`src/rtl/spi_bridge_pkg.sv`:
```
package spi_bridge_pkg;
  localparam int DEF_ADDR_W  = 8;
  localparam int DEF_DATA_W  = 32;
  localparam int DEF_NREGS   = 4;
  localparam int DEF_STAGES  = 2;
  localparam int DEF_BASE    = 16;

  // pin slots inside the synchronizer vector
  localparam int PIN_SCLK  = 0;
  localparam int PIN_MOSI  = 1;
  localparam int PIN_SEL   = 2;
  localparam int PIN_COUNT = 3;
endpackage

```
`src/rtl/bridge_rst_sync.sv`:
```
module bridge_rst_sync #(
  parameter int STAGES = 2
) (
  input  logic clk,
  input  logic rst_n,
  output logic rst_int_n
);
  logic [STAGES-1:0] chain_q;
  logic [STAGES-1:0] chain_n;

  always_comb begin
    chain_n = {chain_q[STAGES-2:0], 1'b1};
  end

  always_ff @(posedge clk or negedge rst_n) begin
    if (!rst_n) chain_q <= '0;
    else        chain_q <= chain_n;
  end

  assign rst_int_n = chain_q[STAGES-1];
endmodule

```
`src/rtl/bridge_pin_sync.sv`:
```
module bridge_pin_sync #(
  parameter int N_PINS = 3,
  parameter int STAGES = 2
) (
  input  logic              clk,
  input  logic              rst_n,
  input  logic [N_PINS-1:0] pin_a,
  output logic [N_PINS-1:0] pin_s
);
  for (genvar p = 0; p < N_PINS; p++) begin : g_pin
    logic [STAGES-1:0] ff_q;
    logic [STAGES-1:0] ff_n;

    always_comb begin
      ff_n = {ff_q[STAGES-2:0], pin_a[p]};
    end

    always_ff @(posedge clk or negedge rst_n) begin
      if (!rst_n) ff_q <= '0;
      else        ff_q <= ff_n;
    end

    assign pin_s[p] = ff_q[STAGES-1];
  end
endmodule

```
`src/rtl/bridge_frame_shift.sv`:
```
module bridge_frame_shift #(
  parameter int FRAME_W = 40
) (
  input  logic               clk,
  input  logic               rst_n,
  input  logic               sclk_s,
  input  logic               mosi_s,
  input  logic               sel_s,
  output logic               commit,
  output logic [FRAME_W-1:0] word
);
  logic               sclk_d;
  logic               sel_d;
  logic [FRAME_W-1:0] sh_q;
  logic [FRAME_W-1:0] sh_n;
  logic               sclk_rise;
  logic               sel_fall;
  logic               take_bit;
  logic               sh_en;

  always_comb begin
    sclk_rise = sclk_s & ~sclk_d;
    sel_fall  = sel_d & ~sel_s;
    take_bit  = sclk_rise & sel_s;
    sh_en     = sel_fall | take_bit;
    if (sel_fall) sh_n = '0;
    else          sh_n = {sh_q[FRAME_W-2:0], mosi_s};
  end

  always_ff @(posedge clk or negedge rst_n) begin
    if (!rst_n) begin
      sclk_d <= 1'b0;
      sel_d  <= 1'b0;
    end else begin
      sclk_d <= sclk_s;
      sel_d  <= sel_s;
    end
  end

  always_ff @(posedge clk or negedge rst_n) begin
    if (!rst_n)     sh_q <= '0;
    else if (sh_en) sh_q <= sh_n;
  end

  assign commit = sel_fall;
  assign word   = sh_q;
endmodule

```
`src/rtl/bridge_bus_drive.sv`:
```
module bridge_bus_drive #(
  parameter int ADDR_W = 8,
  parameter int DATA_W = 32,
  localparam int FRAME_W = ADDR_W + DATA_W
) (
  input  logic               clk,
  input  logic               rst_n,
  input  logic               commit,
  input  logic [FRAME_W-1:0] word,
  output logic               rb_wr,
  output logic [ADDR_W-1:0]  rb_addr,
  output logic [DATA_W-1:0]  rb_data
);
  logic              wr_n;
  logic [ADDR_W-1:0] addr_n;
  logic [DATA_W-1:0] data_n;

  always_comb begin
    wr_n   = commit;
    addr_n = word[FRAME_W-1 -: ADDR_W];
    data_n = word[DATA_W-1:0];
  end

  always_ff @(posedge clk or negedge rst_n) begin
    if (!rst_n) rb_wr <= 1'b0;
    else        rb_wr <= wr_n;
  end

  always_ff @(posedge clk or negedge rst_n) begin
    if (!rst_n) begin
      rb_addr <= '0;
      rb_data <= '0;
    end else if (commit) begin
      rb_addr <= addr_n;
      rb_data <= data_n;
    end
  end
endmodule

```
`src/rtl/bridge_reg_bank.sv`:
```
module bridge_reg_bank #(
  parameter int ADDR_W = 8,
  parameter int DATA_W = 32,
  parameter int NREGS  = 4,
  parameter int BASE   = 16,
  localparam int IDX_W = (NREGS > 1) ? $clog2(NREGS) : 1
) (
  input  logic                    clk,
  input  logic                    rst_n,
  input  logic                    rb_wr,
  input  logic [ADDR_W-1:0]       rb_addr,
  input  logic [DATA_W-1:0]       rb_data,
  output logic [NREGS*DATA_W-1:0] bank_q
);
  logic [ADDR_W-1:0] offset;
  logic              in_win;

  always_comb begin
    offset = rb_addr - ADDR_W'(BASE);
    in_win = rb_wr && (offset < ADDR_W'(NREGS));
  end

  for (genvar k = 0; k < NREGS; k++) begin : g_reg
    logic [DATA_W-1:0] r_q;
    logic              r_ld;

    always_comb begin
      r_ld = in_win && (offset[IDX_W-1:0] == IDX_W'(k));
    end

    always_ff @(posedge clk or negedge rst_n) begin
      if (!rst_n)    r_q <= '0;
      else if (r_ld) r_q <= rb_data;
    end

    assign bank_q[k*DATA_W +: DATA_W] = r_q;
  end
endmodule

```
`src/rtl/spi_regwr_bridge.sv`:
```
module spi_regwr_bridge
  import spi_bridge_pkg::*;
#(
  parameter int ADDR_W    = DEF_ADDR_W,
  parameter int DATA_W    = DEF_DATA_W,
  parameter int NREGS     = DEF_NREGS,
  parameter int BANK_BASE = DEF_BASE,
  parameter int STAGES    = DEF_STAGES
) (
  input  logic                    clk,
  input  logic                    rst_n,
  input  logic                    spi_sclk,
  input  logic                    spi_mosi,
  input  logic                    spi_sel,
  output logic                    rb_wr,
  output logic [ADDR_W-1:0]       rb_addr,
  output logic [DATA_W-1:0]       rb_data,
  output logic [NREGS*DATA_W-1:0] bank_q
);
  localparam int FRAME_W = ADDR_W + DATA_W;

  logic                 rst_int_n;
  logic [PIN_COUNT-1:0] pins_a;
  logic [PIN_COUNT-1:0] pins_s;
  logic                 commit;
  logic [FRAME_W-1:0]   word;

  always_comb begin
    pins_a           = '0;
    pins_a[PIN_SCLK] = spi_sclk;
    pins_a[PIN_MOSI] = spi_mosi;
    pins_a[PIN_SEL]  = spi_sel;
  end

  bridge_rst_sync #(.STAGES(STAGES)) i_rst (
    .clk       (clk),
    .rst_n     (rst_n),
    .rst_int_n (rst_int_n)
  );

  bridge_pin_sync #(.N_PINS(PIN_COUNT), .STAGES(STAGES)) i_sync (
    .clk   (clk),
    .rst_n (rst_int_n),
    .pin_a (pins_a),
    .pin_s (pins_s)
  );

  bridge_frame_shift #(.FRAME_W(FRAME_W)) i_shift (
    .clk    (clk),
    .rst_n  (rst_int_n),
    .sclk_s (pins_s[PIN_SCLK]),
    .mosi_s (pins_s[PIN_MOSI]),
    .sel_s  (pins_s[PIN_SEL]),
    .commit (commit),
    .word   (word)
  );

  bridge_bus_drive #(.ADDR_W(ADDR_W), .DATA_W(DATA_W)) i_bus (
    .clk     (clk),
    .rst_n   (rst_int_n),
    .commit  (commit),
    .word    (word),
    .rb_wr   (rb_wr),
    .rb_addr (rb_addr),
    .rb_data (rb_data)
  );

  bridge_reg_bank #(
    .ADDR_W (ADDR_W),
    .DATA_W (DATA_W),
    .NREGS  (NREGS),
    .BASE   (BANK_BASE)
  ) i_bank (
    .clk     (clk),
    .rst_n   (rst_int_n),
    .rb_wr   (rb_wr),
    .rb_addr (rb_addr),
    .rb_data (rb_data),
    .bank_q  (bank_q)
  );
endmodule

```
`config.mk`:
```
export PLATFORM = sky130hd
export DESIGN_NAME = spi_regwr_bridge
export DESIGN_NICKNAME = d
export VERILOG_FILES = /design/src/rtl/spi_bridge_pkg.sv /design/src/rtl/bridge_rst_sync.sv /design/src/rtl/bridge_pin_sync.sv /design/src/rtl/bridge_frame_shift.sv /design/src/rtl/bridge_bus_drive.sv /design/src/rtl/bridge_reg_bank.sv /design/src/rtl/spi_regwr_bridge.sv
export SDC_FILE = /design/constraint.sdc
export NUM_CORES = 1
export LEC_CHECK = 0
export ABC_CLOCK_PERIOD_IN_PS = 8260
export BUFFER_PORTS_ARGS = -buffer_cell sky130_fd_sc_hd__buf_2
export CAP_MARGIN = 15
export CORE_ASPECT_RATIO = 0.7
export CORE_MARGIN = 2
export CORE_UTILIZATION = 55
export DETAILED_ROUTE_END_ITERATION = 6
export GPL_ROUTABILITY_DRIVEN = 0
export MAX_ROUTING_LAYER = met4
export PLACE_DENSITY = 0.79
export SETUP_SLACK_MARGIN = 0.15
export SLEW_MARGIN = 10
export SYNTH_ARGS = -nofsm -noshare
export SYNTH_HDL_FRONTEND = slang
export SYNTH_HIERARCHICAL = 1
export SYNTH_SLANG_ARGS = --single-unit
```
`constraint.sdc`:
```
create_clock -name clk -period 8.26 [get_ports clk]
set_input_delay 1.652 -clock clk [delete_from_list [all_inputs] [get_ports clk]]
set_output_delay 1.652 -clock clk [all_outputs]
set_load 0.05 [all_outputs]
```
==> key figures <==
Power
  • Leakage: 5.64 nW
  • Worst vdd ir: 0.182 mV
  • Pwr per Cell Area: 197 nW/µm²
  • Final Power: 0.00208 W

Synth
  • Synth area leaders: dfrtp_1 61%, mux2_2 20%, nand4b_1 3.9%, or3b_1 3.1%, o211ai_1 2.7%
  • Post-synthesis xor/xnor area fraction: 0%
  • Syn Nets: 610
  • Post-Synth Adder-Cell Area: 0%
  • Cell area after synthesis: 9010 µm²
  • Post-synthesis compound-gate area fraction: 3.78%
  • Area leader, netlist: dfrtp_1
  • Synth cell types: 21
  • Syn avg cell area: 14.9 µm²
  • Register bit count reported by yosys: 219
  • Post-synthesis mux area share: 21.0%
  • Largest family of logic cells by synthesized area: multiplexers
  • Synth Warn #: 6
  • Mapped Cells: 605
  • Post-synthesis simple-gate area fraction: 10.6%
  • Sequential cell area fraction in the yosys report: 60.8%
  • Area fraction of the dominant cell type after synthesis: 60.8%

Run status
  • Run status: completed

Layout
  • Multi-input gate area: 3200 µm²
  • Ant diodes: 0
  • Register area: 5490 µm²
  • Area delta synth->final: 17.6%
  • Filler cell count: 1164
  • Share of cells above drive strength 1: 52.5%
  • NumNets Final: 762

Timing
  • Setup violators final: 0
  • Worst slew pin tran: 1.09 ns
  • Min Tclk post-route: 2.92 ns
  • Setup Skew: 0.00802 ns
  • RSZ-0062 raised after global routing: false
  • Final Hold Slack: 0.350 ns
  • Period utilization: 35.3%
  • Max Clk Rate: 343 MHz
  • Rel. slew slack: 27.3%
  • Final hold viol count: 0
  • Final TNS setup: 0 ns
  • Max-slew violation count: 0
  • Worst setup margin: 5.34 ns

Drt
  • DR WL/cell: 18.6 µm
  • Number of remaining DRC errors: 0
  • DR vias: 5568
  • TritonRoute pass-1 iters: 4
  • Met2 wire len: 8920 µm
  • Routed met3 length: 856 µm
  • Met1 Wirelength: 8320 µm
  • Highest Signal Layer: met4
  • Routed wire length: 18500 µm
  • Vias per inst: 5.59
  • Post-route antenna net violation count: 0
  • Drt first-iter violations: 322

Critical path
  • CP cell instances: buf_2
  • Family with the most delay on the worst path: flip-flops
  • CP max stage delay: 0.47 ns
  • Worst Path Required: 6.61 ns
  • Crit path launch type: register
  • Slowest cell on crit path: dfrtp_1
  • Arrival time worst endpoint: 1.27 ns
  • Crit end category: output pin
  • Critical path buffer and inverter count: 1
  • CP max FO: 6
  • Critical path class: register to output pin

Global route
  • Global-route wire length before repair: 29700 µm
  • Global route overflow: 0
  • Largest net degree at the start of global routing: 159
  • GRT Resource Usage Total: 21.9%
  • Number of antenna violations at the first check in global routing: 0
  • Vias in the first global route: 5518

Place
  • DP Worst Slack: 5.35 ns
  • DP HPWL: 11300 µm
  • # port buffers: 173

Clock tree
  • H-Tree Depth: 1
  • Clk slew on worst S/H paths: 0.06 ns
  • CTS Sinks: 219
  • Clk root buf: clkbuf_16
  • Clock buffer count from CTS: 21
  • Hold_buf cts: 0
  • CTS tree: done
  • Worst-skew pair later-pin latency: 0.48 ns
  • Post-CTS Resized: 0
  • Postcts setup bufs: 0
  • CTS max path bufs: 3

Die
  • Die height: 111 µm
  • FP Rows: 39
  • CORE AREA: 16200 µm²
  • I/O pins: 174
  • Starting Density: 55.8%
  • Die X: 157 µm
  • Die area: 17400 µm²

Job
  • # Max-Cap Violations: 0

Min path
  • HP Class: register to register
[flip-flops by register name (all words and copies together), names as in the netlist]
name	count
i_rst/chain_q	2
i_bank/g.r_q	128
i_bus/rb_data	32
i_sync/g_pin.ff_q	6
i_shift/sel_d	1
i_bus/rb_addr	8
i_shift/word	40
i_shift/sclk_d	1
i_bus/rb_wr	1
[cell families (layout without fill, tap and decap cells)]
group	after synthesis	after routing
buf+inv	49	215
mux	168	168
compound gates	40	40
flops	219	219
other cells	1	1
simple gates	128	128
[layout make-up]
cell class / count / share of cell area (%)
Clock inverter: 8 / 0.650
Clock buffer: 29 / 5.81
Tap cell: 225 / 2.66
Sequential cell: 219 / 51.8
Timing Repair Buffer: 178 / 8.84
Multi-Input combinational cell: 337 / 30.2
[layer usage]
metal	global-route usage [%]	vias up
met5	-	-
met4	5.26	0
met1	30.3	2884
met3	3.71	26
met2	34.2	147
li1	-	2511
[cell usage in the layout (no fill, tap or decap), types with 2 or more instances in the layout]
cell and instances:
dfrtp_1 215, buf_2 173, mux2_2 164, nand2_1 40, nand4b_1 40, or3b_1 32, o211ai_1 32, clkbuf_16 21
o211ai_2 8, or3b_2 8, clkbuf_8 6, clkinv_2 6, mux2_1 4, buf_4 3, clkbuf_1 2, nand4b_2 2
dfrtp_4 2, dfrtp_2 2
[stage by stage]
stage	std cells	utilization, %	cell area [µm²]
2_1_floorplan	605	-	9010
3_3_place_gp	958	61.2	9880
3_5_place_dp	958	61.2	9880
4_1_cts	995	65.4	10600
5_1_grt	996	65.6	10600
6_report	996	65.6	10600
[worst paths after layout]
check,start,end,slack [ns],cells after the start
min reg2reg,i_sync/g_pin[2].ff_q[0],i_sync/g_pin[2].ff_q[1],0.35,0
max in group asynchronous,i_rst/chain_q[1],i_sync/g_pin[2].ff_q[1],6.51,1
min in group asynchronous,i_rst/chain_q[1],i_bank/g_reg[2].r_q[15],0.40,0
max reg2reg,i_bus/rb_addr[7],i_bank/g_reg[1].r_q[30],5.78,4
max,i_bus/rb_data[29],rb_data[29],5.34,1
min,i_sync/g_pin[2].ff_q[0],i_sync/g_pin[2].ff_q[1],0.35,0
[Yosys cell counts]
| cell | n |
|---|---|
| and4bb_1 | 1 |
| nand4b_1 | 40 |
| nand4b_2 | 2 |
| mux2_1 | 4 |
| or3b_2 | 8 |
| clkbuf_1 | 14 |
| o211ai_1 | 32 |
| o211ai_2 | 8 |
| nor3b_2 | 1 |
| mux2_2 | 164 |
| buf_4 | 7 |
| and2b_1 | 1 |
| buf_2 | 13 |
| nand2_1 | 40 |
| nor2b_1 | 1 |
| conb_1 | 1 |
| dfrtp_1 | 219 |
| nand4_2 | 1 |
| buf_6 | 15 |
| or3b_1 | 32 |
| nor4b_4 | 1 |
[report_power, final]
group          internal, W  switching, W  total (W)
Clock             0.000552      0.000387   0.000938
Combinational    0.0000131     0.0000299  0.0000430
Sequential         0.00108     0.0000248    0.00110
Total              0.00164      0.000441    0.00208
Power figures use the tool's default switching activity.
